[src/rtl/sbr_pkg.sv]
package sbr_pkg;
  localparam logic [31:0] ID_WORD  = 32'h46A0_0201;
  localparam logic [7:0]  OFS_ID   = 8'h00;
  localparam logic [7:0]  OFS_CTRL = 8'h08;
  localparam logic [7:0]  OFS_STAT = 8'h0C;
  localparam logic [7:0]  OFS_WIN  = 8'h10;
  localparam int CTRL_TRIG_BIT  = 15;
  localparam int CTRL_ADDR_LSB  = 16;
  localparam int CTRL_DONE_BIT  = 24;

  typedef enum logic [1:0] {
    ST_IDLE = 2'd0,
    ST_SEND = 2'd1,
    ST_RECV = 2'd2
  } sbr_state_e;
endpackage

[src/rtl/sbr_tx_shift.sv]
module sbr_tx_shift #(
  parameter int FRAME_W = 19
) (
  input  logic               clk,
  input  logic               rst_n,
  input  logic               load,
  input  logic [FRAME_W-1:0] load_val,
  input  logic               shift_en,
  output logic               bit_out
);
  logic [FRAME_W-1:0] sh_q, sh_d;

  always_comb begin
    sh_d = sh_q;
    if (load)          sh_d = load_val;
    else if (shift_en) sh_d = {sh_q[FRAME_W-2:0], 1'b0};
  end

  always_ff @(posedge clk or negedge rst_n) begin
    if (!rst_n) sh_q <= '0;
    else        sh_q <= sh_d;
  end

  assign bit_out = sh_q[FRAME_W-1];
endmodule

[src/rtl/sbr_rx_assemble.sv]
module sbr_rx_assemble #(
  parameter int WORD_W    = 32,
  parameter int NUM_WORDS = 8,
  localparam int BIT_W    = $clog2(WORD_W),
  localparam int IDX_W    = $clog2(NUM_WORDS)
) (
  input  logic              clk,
  input  logic              rst_n,
  input  logic              clear,
  input  logic              bit_valid,
  input  logic              bit_in,
  output logic              word_valid,
  output logic [IDX_W-1:0]  word_idx,
  output logic [WORD_W-1:0] word_data,
  output logic              last_word
);
  logic [WORD_W-1:0] sh_q, sh_d;
  logic [BIT_W-1:0]  bcnt_q, bcnt_d;
  logic [IDX_W-1:0]  widx_q, widx_d;
  logic              word_done;

  assign word_done  = bit_valid && (bcnt_q == BIT_W'(WORD_W - 1));
  assign word_valid = word_done;
  assign word_idx   = widx_q;
  assign word_data  = {sh_q[WORD_W-2:0], bit_in};
  assign last_word  = word_done && (widx_q == IDX_W'(NUM_WORDS - 1));

  always_comb begin
    sh_d   = sh_q;
    bcnt_d = bcnt_q;
    widx_d = widx_q;
    if (clear) begin
      sh_d   = '0;
      bcnt_d = '0;
      widx_d = '0;
    end else if (bit_valid) begin
      sh_d   = word_data;
      bcnt_d = word_done ? '0 : bcnt_q + 1'b1;
      if (word_done) widx_d = widx_q + 1'b1;
    end
  end

  always_ff @(posedge clk or negedge rst_n) begin
    if (!rst_n) begin
      sh_q   <= '0;
      bcnt_q <= '0;
      widx_q <= '0;
    end else begin
      sh_q   <= sh_d;
      bcnt_q <= bcnt_d;
      widx_q <= widx_d;
    end
  end
endmodule

[src/rtl/sbr_window.sv]
module sbr_window #(
  parameter int WORD_W    = 32,
  parameter int NUM_WORDS = 8,
  localparam int IDX_W    = $clog2(NUM_WORDS)
) (
  input  logic              clk,
  input  logic              rst_n,
  input  logic              wr_en,
  input  logic [IDX_W-1:0]  wr_idx,
  input  logic [WORD_W-1:0] wr_data,
  input  logic [IDX_W-1:0]  rd_idx,
  output logic [WORD_W-1:0] rd_data
);
  logic [WORD_W-1:0] words [NUM_WORDS];

  for (genvar g = 0; g < NUM_WORDS; g++) begin : g_word
    logic [WORD_W-1:0] q;
    logic              en;
    assign en = wr_en && (wr_idx == IDX_W'(g));
    always_ff @(posedge clk or negedge rst_n) begin
      if (!rst_n)  q <= '0;
      else if (en) q <= wr_data;
    end
    assign words[g] = q;
  end

  assign rd_data = words[rd_idx];
endmodule

[src/rtl/sidebus_reader.sv]
module sidebus_reader
  import sbr_pkg::*;
#(
  parameter int SEL_W      = 11,
  parameter int RADDR_W    = 8,
  parameter int WORD_W     = 32,
  parameter int NUM_WORDS  = 8,
  parameter int NUM_INST   = 4,
  parameter int TMO_CYCLES = 64,
  parameter int BUS_AW     = 8
) (
  input  logic              clk,
  input  logic              rst_n,
  input  logic              bus_we,
  input  logic [BUS_AW-1:0] bus_addr,
  input  logic [31:0]       bus_wdata,
  output logic [31:0]       bus_rdata,
  output logic              sb_req,
  output logic              sb_tx,
  input  logic              sb_rsp_valid,
  input  logic              sb_rsp_bit,
  output logic              tmo_evt
);
  localparam int FRAME_W = SEL_W + RADDR_W;
  localparam int FCNT_W  = $clog2(FRAME_W);
  localparam int TCNT_W  = $clog2(TMO_CYCLES + 1);
  localparam int IDX_W   = $clog2(NUM_WORDS);
  localparam logic [BUS_AW-1:0] WIN_LO = BUS_AW'(OFS_WIN);
  localparam logic [BUS_AW-1:0] WIN_HI = BUS_AW'(OFS_WIN + 4 * NUM_WORDS);

  sbr_state_e           st_q, st_d;
  logic [SEL_W-1:0]     sel_q, sel_d;
  logic [RADDR_W-1:0]   raddr_q, raddr_d;
  logic                 trig_q, trig_d;
  logic                 done_q, done_d;
  logic                 evt_q, evt_d;
  logic [FCNT_W-1:0]    fcnt_q, fcnt_d;
  logic [TCNT_W-1:0]    tcnt_q, tcnt_d;

  logic                 ctrl_wr, tx_load, tx_shift, tx_bit, rx_clear, rx_valid;
  logic                 word_valid, last_word;
  logic [IDX_W-1:0]     word_idx, rd_idx;
  logic [WORD_W-1:0]    word_data, win_rdata;
  logic [BUS_AW-1:0]    win_off;

  assign ctrl_wr  = bus_we && (bus_addr == BUS_AW'(OFS_CTRL));
  assign rx_valid = (st_q == ST_RECV) && sb_rsp_valid;

  // next-state: register writes first, sequencer afterwards so its set wins
  always_comb begin
    st_d     = st_q;
    sel_d    = sel_q;
    raddr_d  = raddr_q;
    trig_d   = trig_q;
    done_d   = done_q;
    evt_d    = 1'b0;
    fcnt_d   = fcnt_q;
    tcnt_d   = tcnt_q;
    tx_load  = 1'b0;
    tx_shift = 1'b0;
    rx_clear = 1'b0;

    if (ctrl_wr) begin
      sel_d   = bus_wdata[SEL_W-1:0];
      raddr_d = bus_wdata[CTRL_ADDR_LSB +: RADDR_W];
      done_d  = 1'b0;
      if (bus_wdata[CTRL_TRIG_BIT] && st_q == ST_IDLE && !trig_q) trig_d = 1'b1;
    end

    unique case (st_q)
      ST_IDLE: begin
        if (trig_q) begin
          trig_d  = 1'b0;
          tx_load = 1'b1;
          fcnt_d  = '0;
          st_d    = ST_SEND;
        end
      end
      ST_SEND: begin
        tx_shift = 1'b1;
        if (fcnt_q == FCNT_W'(FRAME_W - 1)) begin
          st_d     = ST_RECV;
          tcnt_d   = '0;
          rx_clear = 1'b1;
        end else begin
          fcnt_d = fcnt_q + 1'b1;
        end
      end
      ST_RECV: begin
        if (sb_rsp_valid) begin
          tcnt_d = '0;
          if (last_word) begin
            st_d   = ST_IDLE;
            done_d = 1'b1;
          end
        end else if (tcnt_q == TCNT_W'(TMO_CYCLES - 1)) begin
          st_d   = ST_IDLE;
          done_d = 1'b1;
          evt_d  = 1'b1;
        end else begin
          tcnt_d = tcnt_q + 1'b1;
        end
      end
      default: st_d = ST_IDLE;
    endcase
  end

  always_ff @(posedge clk or negedge rst_n) begin
    if (!rst_n) begin
      st_q    <= ST_IDLE;
      sel_q   <= '0;
      raddr_q <= '0;
      trig_q  <= 1'b0;
      done_q  <= 1'b0;
      evt_q   <= 1'b0;
      fcnt_q  <= '0;
      tcnt_q  <= '0;
    end else begin
      st_q    <= st_d;
      sel_q   <= sel_d;
      raddr_q <= raddr_d;
      trig_q  <= trig_d;
      done_q  <= done_d;
      evt_q   <= evt_d;
      fcnt_q  <= fcnt_d;
      tcnt_q  <= tcnt_d;
    end
  end

  sbr_tx_shift #(.FRAME_W(FRAME_W)) u_tx (
    .clk      (clk),
    .rst_n    (rst_n),
    .load     (tx_load),
    .load_val ({sel_q, raddr_q}),
    .shift_en (tx_shift),
    .bit_out  (tx_bit)
  );

  sbr_rx_assemble #(.WORD_W(WORD_W), .NUM_WORDS(NUM_WORDS)) u_rx (
    .clk        (clk),
    .rst_n      (rst_n),
    .clear      (rx_clear),
    .bit_valid  (rx_valid),
    .bit_in     (sb_rsp_bit),
    .word_valid (word_valid),
    .word_idx   (word_idx),
    .word_data  (word_data),
    .last_word  (last_word)
  );

  assign win_off = bus_addr - WIN_LO;
  assign rd_idx  = win_off[2 +: IDX_W];

  sbr_window #(.WORD_W(WORD_W), .NUM_WORDS(NUM_WORDS)) u_win (
    .clk     (clk),
    .rst_n   (rst_n),
    .wr_en   (word_valid),
    .wr_idx  (word_idx),
    .wr_data (word_data),
    .rd_idx  (rd_idx),
    .rd_data (win_rdata)
  );

  assign sb_req  = (st_q == ST_SEND);
  assign sb_tx   = sb_req && tx_bit;
  assign tmo_evt = evt_q;

  always_comb begin
    bus_rdata = '0;
    if (bus_addr[1:0] == 2'b00) begin
      if (bus_addr == BUS_AW'(OFS_ID)) begin
        bus_rdata = ID_WORD;
      end else if (bus_addr == BUS_AW'(OFS_CTRL)) begin
        bus_rdata[SEL_W-1:0]                  = sel_q;
        bus_rdata[CTRL_TRIG_BIT]              = trig_q;
        bus_rdata[CTRL_ADDR_LSB +: RADDR_W]   = raddr_q;
        bus_rdata[CTRL_DONE_BIT]              = done_q;
      end else if (bus_addr == BUS_AW'(OFS_STAT)) begin
        bus_rdata = 32'(NUM_INST);
      end else if (bus_addr >= WIN_LO && bus_addr < WIN_HI) begin
        bus_rdata = 32'(win_rdata);
      end
    end
  end
endmodule

[config.mk]
export PLATFORM = sky130hd
export DESIGN_NAME = sidebus_reader
export DESIGN_NICKNAME = d
export VERILOG_FILES = /design/src/rtl/sbr_pkg.sv /design/src/rtl/sbr_tx_shift.sv /design/src/rtl/sbr_rx_assemble.sv /design/src/rtl/sbr_window.sv /design/src/rtl/sidebus_reader.sv
export SDC_FILE = /design/constraint.sdc
export NUM_CORES = 1
export LEC_CHECK = 0
export ABC_CLOCK_PERIOD_IN_PS = 3450
export BUFFER_PORTS_ARGS = -buffer_cell sky130_fd_sc_hd__buf_2
export CORE_MARGIN = 5
export CORE_UTILIZATION = 40
export DETAILED_ROUTE_END_ITERATION = 6
export SETUP_SLACK_MARGIN = 0.15
export SLEW_MARGIN = 20
export SYNTH_ARGS = -nofsm -noshare
export SYNTH_HDL_FRONTEND = slang
export SYNTH_HIERARCHICAL = 1
export SYNTH_SLANG_ARGS = --single-unit
[constraint.sdc]
create_clock -name clk -period 3.45 [get_ports clk]
set_clock_uncertainty 0.2 [all_clocks]
set_input_delay 0.5175 -clock clk [delete_from_list [all_inputs] [get_ports clk]]
set_output_delay 0.5175 -clock clk [all_outputs]
set_load 0.05 [all_outputs]
==> run summary <==
Outcome - finished, final reports clean
Synth warn - 6
Dpl hpwl - 23.0 mm
Number of H-tree levels - 2
Antenna Nets Post-Route - 0
WS Path Type - in -> out
Crit path max-delay cell type - mux4_1
Core box area - 40700 um2
Syn_nets - 1179
Fmax - 317 MHz
Max IR drop VDD - 0.000299 V
Max Fanout on Critical Path - 19
First-pass GRT wire length - 59.8 mm
Vias per cell - 5.42
Placed cell areas - 17500 um2
Leakage - 9.44 nW
Rows - 74
Synth Register Bits - 350
Insertion delay to the later sink of the worst-skew pair - 0.54 ns
Hold Crit Class - in -> reg
RePlAce Congestion - 0.710
Minimum clock period - 3.16 ns
Antenna violations before repair - 0
Diodes inserted - 0
Clock Sinks - 350
Slew headroom - 51.3%
Sum Neg Setup Slack - 0 ns
# IOs - 80
Syn Area/Cell - 14.6 um2
Post-synth EDFFs - 0
Worst path required time - 2.73 ns
Largest net degree at the start of global routing - 69
Cell Pwr Density - 488 nW/um2
Final Util - 46.5%
Residual DRC count - 0
Hold Path Origin - bus_wdata[21]
Clock root buffer - clkbuf_16
Final Total Pwr - 9.25 mW
Least-Margin Pin Slew - 0.730 ns
Total GRT Usage - 16.7%
NumNets Final - 1264
First-pass DRT Iterations - 5
Max_cap viols - 0
Wire per inst - 21.0 um
Final-report hold violation count - 0
Starting density of the core - 40.3%
CTS tree - yes
# setup viols final - 0
Vias - 9593
Slowest stage delay, CP - 0.57 ns
Reg2Reg Setup Slack - 0.67 ns
Area grow syn2layout - 15.5%
Share of cells above drive strength 1 - 41.5%
Clock transition at path regs - 0.06 ns
GR Overflow Total - 0
Bufs on Longest Clock Path - 3
Fin. max-slew vios - 0
Placed cells - 1687
Reg2reg path depth - 8
Die width - 213 um
Reg2reg start - u_rx/bcnt_q[0]
CTS buffer count - 40
Chip height - 213 um
Critical Path Start Type - input port
Fraction of registers with async set/reset - 100%
Mapped Cells - 1123
Final period util - 91.5%
Arrival time of the worst setup path - 2.44 ns
RSZ-0062 raised after global routing - no
Starting DRT DRC Count - 670
Hold Crit Endpoint - raddr_q[5]
Worst hold stages - 2
Sequential cell area fraction in the yosys report - 53.4%
Synth Flop Type - dfrtp_1
Final non-filler cell total - 1771
CP Cell Sequence - buf_4 > buf_12 > mux4_1 > mux2_2 > nor2b_1 > a21oi_1 > nor4_2 > buf_2
Critical Path Sink Type - primary output
Port Buffers - 67
Fin area - 19000 um2
Reg-to-reg endpoint - u_win/g_word[4].q[12]
DIE AREA - 45200 um2
PostCTS Resize Cnt - 0
Mapped Area - 16400 um2
Synth cell types - 58
Total wire length - 37.1 mm
Vias in the first global route - 10.1k
-- Yosys cell counts, drive strengths merged, types with 4 or more instances --
library cell | instances | share of area [%]
a21oi | 19 | 0.58
a22oi | 16 | 0.73
and2 | 4 | 0.15
and3 | 12 | 0.46
buf | 66 | 2.6
clkbuf | 10 | 0.26
dfrtp | 350 | 53
ha | 11 | 0.84
inv | 12 | 0.27
mux2 | 307 | 21
mux2i | 51 | 3.1
mux4 | 64 | 9.7
nand2 | 40 | 0.96
nand3 | 9 | 0.27
nor2 | 59 | 1.4
nor3 | 6 | 0.21
o21ai | 40 | 1.2
-- repair_timing --
action,CTS,global route
hold buffers,8,3
endpoints found under the hold margin,70,3
setup buffers,0,0
-- report_power, final --
part           switching, mW  total [mW]  internal, mW
combinational          0.270       0.485         0.215
sequential             0.275        4.51          4.23
clock                   1.73        4.25          2.52
-- flip-flops by register name, indices dropped and copies added, names as in the netlist --
name and flops:
st_q 2, u_rx/bcnt_q 5, sel_q 11, done_q 1, u_tx/sh_q 19, trig_q 1
tmo_evt 1, tcnt_q 7, fcnt_q 5, u_win/g_word.q 256, raddr_q 8, u_rx/word_idx 3
u_rx/sh_q 31
-- metal layers --
| metal | part of all wire (%) | track usage (%) |
|---|---|---|
| met5 | 0 | 0 |
| met4 | 1.4 | 3.22 |
| met3 | 3.4 | 2.67 |
| met2 | 48 | 26.9 |
| met1 | 47 | 24.4 |
-- stage by stage --
step | hold WS [ns] | worst slack, ns
4_1_cts | 0.000492 | 0.273
2_1_floorplan | 0.0219 | 0.306
3_5_place_dp | 0.269 | 0.273
6_report | 0.0234 | 0.293
5_1_grt | 0.00673 | 0.201
3_3_place_gp | 0.261 | 0.288
-- layout by cell type, fill, tap and decap left out, drive strengths merged, types with 11 or more instances in the layout --
master       netlist  final
dlygate4sd3        0     11
nor2              59     59
ha                11     11
o21ai             40     40
a21oi             19     19
mux4              64     64
clkbuf            10     55
and3              12     12
mux2             307    307
dfrtp            350    350
a22oi             16     16
buf               66    108
mux2i             51     51
nand2             40     40
inv               12     15
-- final cells by class --
class                   instances  area [um2]
clock buffers                  55        1160
clock inverters                18         181
fillers                      3651       21800
inverters                      12        45.0
multi-input cells             685        7200
flip-flops and latches        350        8760
well taps                     532         666
repair buffers                119         953
-- how the worst max path moves through the flow --
stage,slack [ns],end,startpoint
after global routing,0.20,bus_rdata[2],bus_addr[2]
after global placement,0.29,bus_rdata[2],bus_addr[2]
after floorplan,0.31,bus_rdata[2],bus_addr[4]
after CTS,0.27,bus_rdata[2],bus_addr[2]
final,0.29,bus_rdata[2],bus_addr[2]
after detailed placement,0.27,bus_rdata[2],bus_addr[2]
-- kinds of logic after synthesis --
family                     count (synthesis)  synth area share [%]
AOI/OAI and AO/OA                         94                  3.48
adders and majority gates                 11                 0.839
buffers and inverters                     88                  3.17
DFF                                      350                  53.4
muxes                                    422                  34.3
xor gates and xnor gates                   2                 0.107
and+or+nand+nor                          156                  4.76
-- critical path, delay by kind of cell --
kind | cells | cell delay, ns
muxes | 2 | 0.86
buffers and inverters | 3 | 0.71
and+or+nand+nor | 2 | 0.18
AOI/OAI and AO/OA | 1 | 0.16
No activity file was read; power rests on OpenSTA's default activity.
